File: src/rtl/baud_prescaler.sv
module baud_prescaler #(
  parameter int CLK_HZ     = 7372800,
  parameter int RESET_BAUD = 9600
) (
  input  logic       clk,
  input  logic       rst_n,
  input  logic       cfg_we,
  input  logic [7:0] cfg_div,
  input  logic [1:0] cfg_pre,
  input  logic [1:0] cfg_src,
  input  logic       ext_sclk,
  output logic       tick
);

  function automatic logic [9:0] preload(input int hz, input int baud);
    logic [31:0] q;
    logic [31:0] s;
    q = 32'(hz / (16 * baud)) >> 1;
    if (q < 32'd256) begin
      s = q;
      return {2'd0, s[7:0]};
    end else if (q < 32'd1024) begin
      s = q >> 2;
      return {2'd1, s[7:0]};
    end else if (q < 32'd4096) begin
      s = q >> 4;
      return {2'd2, s[7:0]};
    end else if (q < 32'd16384) begin
      s = q >> 6;
      return {2'd3, s[7:0]};
    end
    return {2'd3, 8'hFF};
  endfunction

  localparam logic [9:0] RST_CFG = preload(CLK_HZ, RESET_BAUD);

  logic [7:0] div_q;
  logic [1:0] pre_q, src_q;
  logic       s1, s2, s3;
  logic       h_q;
  logic [5:0] pc_q;
  logic [7:0] dc_q;
  logic       tick_q;

  logic       rise, en, last;
  logic [5:0] pmax;
  logic [7:0] dmax;

  assign rise = s2 & ~s3;
  assign en   = src_q[1] ? rise : 1'b1;
  assign pmax = 6'(7'd1 << {pre_q, 1'b0}) - 6'd1;
  assign dmax = div_q - 8'd1;
  assign last = h_q && (pc_q == pmax) && (dc_q == dmax);
  assign tick = tick_q;

  always_ff @(posedge clk) begin
    if (!rst_n) begin
      s1 <= 1'b0;
      s2 <= 1'b0;
      s3 <= 1'b0;
    end else begin
      s1 <= ext_sclk;
      s2 <= s1;
      s3 <= s2;
    end
  end

  always_ff @(posedge clk) begin
    if (!rst_n) begin
      div_q  <= RST_CFG[7:0];
      pre_q  <= RST_CFG[9:8];
      src_q  <= 2'b01;
      h_q    <= 1'b0;
      pc_q   <= '0;
      dc_q   <= '0;
      tick_q <= 1'b0;
    end else if (cfg_we) begin
      div_q  <= cfg_div;
      pre_q  <= cfg_pre;
      src_q  <= cfg_src;
      h_q    <= 1'b0;
      pc_q   <= '0;
      dc_q   <= '0;
      tick_q <= 1'b0;
    end else begin
      tick_q <= src_q[0] ? (en && last) : en;
      if (src_q[0] && en) begin
        h_q <= ~h_q;
        if (h_q) begin
          pc_q <= (pc_q == pmax) ? 6'd0 : pc_q + 6'd1;
          if (pc_q == pmax)
            dc_q <= (dc_q == dmax) ? 8'd0 : dc_q + 8'd1;
        end
      end
    end
  end

  AST_GEN_WRAP: assert property (@(posedge clk) disable iff (!rst_n)
    (tick && src_q[0]) |-> (dc_q == 8'd0 && pc_q == 6'd0 && !h_q));

  AST_WR_QUIET: assert property (@(posedge clk) disable iff (!rst_n)
    cfg_we |=> !tick);

  AST_INT_BYPASS: assert property (@(posedge clk) disable iff (!rst_n)
    (!cfg_we && src_q == 2'b00) |=> tick);

  AST_EXT_EDGE: assert property (@(posedge clk) disable iff (!rst_n)
    (tick && src_q == 2'b10) |-> $past(s2 && !s3));

  AST_SINGLE_PULSE: assert property (@(posedge clk) disable iff (!rst_n)
    (tick && src_q[0]) |=> !tick);

endmodule

File: config.mk
export PLATFORM = sky130hd
export DESIGN_NAME = baud_prescaler
export DESIGN_NICKNAME = d
export VERILOG_FILES = /design/src/rtl/baud_prescaler.sv
export SDC_FILE = /design/constraint.sdc
export NUM_CORES = 1
export LEC_CHECK = 0
export ABC_CLOCK_PERIOD_IN_PS = 2900
export CAP_MARGIN = 20
export CORE_MARGIN = 2
export CORE_UTILIZATION = 55
export DETAILED_ROUTE_END_ITERATION = 6
export PLACE_DENSITY = 0.89
export SKIP_LAST_GASP = 1
export SLEW_MARGIN = 20
export SYNTH_ARGS = -nofsm -noshare
export SYNTH_HDL_FRONTEND = slang
export SYNTH_SLANG_ARGS = --single-unit
File: constraint.sdc
create_clock -name clk -period 2.9 [get_ports clk]
set_clock_uncertainty 0.15 [all_clocks]
set_input_delay 0.29 -clock clk [delete_from_list [all_inputs] [get_ports clk]]
set_output_delay 0.29 -clock clk [all_outputs]
set_load 0.02 [all_outputs]
==> results.md <==
* Outcome: completed
* Number of iterations in the first detailed-routing pass at 4
* Kind of end point of the critical path: flop
* Routed via count at about 1400
* Power per standard cell area at 479 mW/mm^2
* Horizontal die dimension at around 60 um
* Count of input and output buffers at 16
* Die ar. at between 0.003 and 0.004 mm^2
* Worst-case headroom to the max-slew limit at 0.580
* Hold violation total from the final report at 0
* Core ar. at around 0.0028 mm^2
* Max cap viols at 0
* CP required at approximately 3 ns
* Number of register bits inferred by synthesis at 31
* DR vias/cell at 6.07
* TritonCTS clock tree: built
* Post-CTS Setup Inserts at 0
* Netlist area before placement at 0.00166 mm^2
* H-Tree Depth at 2
* Met2 GRT Util at 0.413
* Setup repair after global routing missed its margin: no
* Global-route track usage on met1 at 0.268
* Via count of the first global-routing pass at 1381
* Antenna violations before repair at 0
* Clk root buf: sky130_fd_sc_hd__clkbuf_4
* Highest net fanout along the worst path at 6
* Peak-usage layer in the global routing report: met2
* Starting density of the core at 0.593
* Routability Congestion at between 0.8 and 0.9
* Kind of start point of the critical path: flop
* Global-route usage over all layers at 0.238
* Met3 usage at 0.0742
* Number of distinct library cell variants in the gate-level netlist after synthesis at slightly above 40
* Number of buffers inserted by hold repair at cts at 0
* Estimated wirelength of the detail-placed design at around 2500 um
* Final std cells w/o fill at between 200 and 250
* Final Instance Area at ~0.0019 mm^2
* Routed length per instance at approximately 16 um
* Filler cell count at just under 200
* Async set-or-reset flop fraction in the synthesized netlist at 0
* Row cnt at 19
* Maximum clock path buffer count at 2
* Number of nets still failing antenna checks after routing at 0
* Period minus WS final at 2.21 ns
* Num CTS Buffers at 5
* Number of antenna cells inserted at 0
* Cell total after placement at 220
* Most common flop cell mapped by yosys: sky130_fd_sc_hd__dfxtp_1
* Count of unresolved DRC violations after routing at 0
* Cell area reported after detailed placement at ~0.0018 mm^2
* Yosys synthesis warning count at 0
* DRT Wirelength at roughly 3600 um
* Peak supply drop at 0.486 mV
* Sequential element share of the synthesized area at 0.373
* Maximum operating frequency at approximately 450 MHz
* Max-slew violation count at 0
* Final clock period utilization by the worst path at 0.762
* Clock edge transition at the registers on the reported setup and hold paths at 0.10 ns
* Layout cell share with drive strength beyond 1 at 0.0914
* Source-to-sink clock delay at the later pin of the worst-skew pair at about 0.34 ns
* Count of flip-flops with a built-in enable after synthesis at 0
* Ports at 17
* Setup CP Type: flop to flop
* Cells after synthesis at between 150 and 200
* Total Power Consumption at ~930 uW
* Min-delay worst type: flop to flop
* Final hold slack at 0.298 ns
* Post-route setup TNS at 0 ns
* Global-route wire length before repair at just over 6000 um
* Data arrival at the endpoint of the critical path at between 2 and 2.5 ns
* Drt first-iter violations at 39
* Final-stage net count at 215
* Maximum number of pins on one net before global-route repair at 18
* Resized cells post-CTS at 0
* Synth Net Count at roughly 200
* Signed area change from the synthesized netlist to the final layout at 16.2%
* Leakage at ~0.7 nW
* Worst Max-Slew Pin Slew at roughly 0.63 ns
* Final setup violation count at 0
* DIE HEIGHT at between 50 and 60 um
* Syn avg cell area at about 9.3 um^2
* Residual overflow from global routing at 0
* Number of sinks driven by the clock tree at 31
[stage by stage]
stage / setup slack (ns) / util
after floorplan: 0.942 / -
after global placement: 0.866 / 0.658
after detailed placement: 0.767 / 0.658
after CTS: 0.695 / 0.689
after global routing: 0.523 / 0.689
final: 0.691 / 0.689
[layout by cell type, fill, tap and decap left out, drive strengths merged]
master / synthesis / layout
dfxtp: 31 / 31
clkdlybuf4s50: 0 / 16
xnor2: 14 / 14
nor2b: 13 / 13
mux2i: 12 / 12
nand2: 12 / 12
nor2: 12 / 12
nor3: 12 / 12
xor2: 7 / 7
nand3: 6 / 6
a2111oi: 6 / 6
clkbuf: 4 / 6
inv: 5 / 5
and2: 5 / 5
nand4: 4 / 4
and3: 3 / 3
nand2b: 3 / 3
a21oi: 3 / 3
ha: 3 / 3
and4: 2 / 2
o211a: 2 / 2
o22ai: 2 / 2
o211ai: 2 / 2
a211oi: 2 / 2
o21ai: 1 / 1
nand3b: 1 / 1
and3b: 1 / 1
nor3b: 1 / 1
a211o: 1 / 1
nand4b: 1 / 1
o21ba: 1 / 1
a221oi: 1 / 1
a41oi: 1 / 1
nor4b: 1 / 1
o2bb2ai: 1 / 1
bufinv: 0 / 1
clkinv: 0 / 1
buf: 2 / 1
[critical path, stage by stage, from the launching register on]
cell and delay (ns):
sky130_fd_sc_hd__dfxtp_1 0.43, sky130_fd_sc_hd__inv_1 0.08, sky130_fd_sc_hd__ha_1 0.27, sky130_fd_sc_hd__o21ba_2 0.22
sky130_fd_sc_hd__a221oi_1 0.28, sky130_fd_sc_hd__a41oi_1 0.12, sky130_fd_sc_hd__nor4b_4 0.42, sky130_fd_sc_hd__nor3_1 0.11
[area by class of cell]
type	instances	area, um^2	share of cell area
flip-flops and latches	31	621	0.321
clock buffers	6	51.3	0.0266
well taps	31	38.8	0.0201
inverters	5	18.8	0.00972
repair buffers	17	168	0.0868
multi-input cells	136	1000	0.517
clock inverters	2	35.0	0.0181
[metal layers]
metal / vias to the layer above / share of wire
met4: 0 / 0.027
met3: 12 / 0.045
li1: 672 / -
met5: - / 0
met2: 38 / 0.51
met1: 661 / 0.42
[cell usage after synthesis (4+ instances only)]
cell type / count / share of area
sky130_fd_sc_hd__dfxtp_1: 31 / 0.37
sky130_fd_sc_hd__xnor2_1: 14 / 0.074
sky130_fd_sc_hd__nor2b_1: 13 / 0.049
sky130_fd_sc_hd__mux2i_1: 12 / 0.072
sky130_fd_sc_hd__nand2_1: 12 / 0.027
sky130_fd_sc_hd__nor2_1: 12 / 0.027
sky130_fd_sc_hd__nor3_1: 10 / 0.030
sky130_fd_sc_hd__xor2_1: 7 / 0.037
sky130_fd_sc_hd__a2111oi_1: 5 / 0.030
sky130_fd_sc_hd__and2_1: 5 / 0.019
sky130_fd_sc_hd__inv_1: 5 / 0.011
sky130_fd_sc_hd__nand3_1: 5 / 0.015
sky130_fd_sc_hd__clkbuf_1: 4 / 0.0090
sky130_fd_sc_hd__nand4_1: 4 / 0.015
[registers in the layout, indices dropped and copies added (netlist names)]
register,flops
dc_q,8
div_q,8
h_q,1
pc_q,6
pre_q,2
s1,1
s2,1
s3,1
src_q,2
tick,1
[worst paths after layout]
check | start | end | slack (ns) | cells past startpoint
max | div_q[0] | dc_q[2] | 0.69 | 7
min | s1 | s2 | 0.30 | 1
max reg2reg | div_q[0] | dc_q[2] | 0.69 | 7
min reg2reg | s1 | s2 | 0.30 | 1
[report_power, final]
| group | internal, mW | switching, mW |
|---|---|---|
| sequential | 0.439 | 0.0169 |
| clock | 0.204 | 0.155 |
| combinational | 0.0573 | 0.0534 |
| total | 0.700 | 0.225 |
[kinds of logic (layout without fill, tap and decap cells)]
family / count (synthesis) / after routing / synth area share
flip-flops: 31 / 31 / 0.373
multiplexers: 12 / 12 / 0.0722
adder cells (fa/ha/maj): 3 / 3 / 0.0226
AND/OR/NAND/NOR: 77 / 77 / 0.272
AO/OA/AOI/OAI: 23 / 23 / 0.124
buffers and inverters: 11 / 30 / 0.0256
XOR/XNOR: 21 / 21 / 0.111
Note: power is estimated with default switching activity, not from simulation.
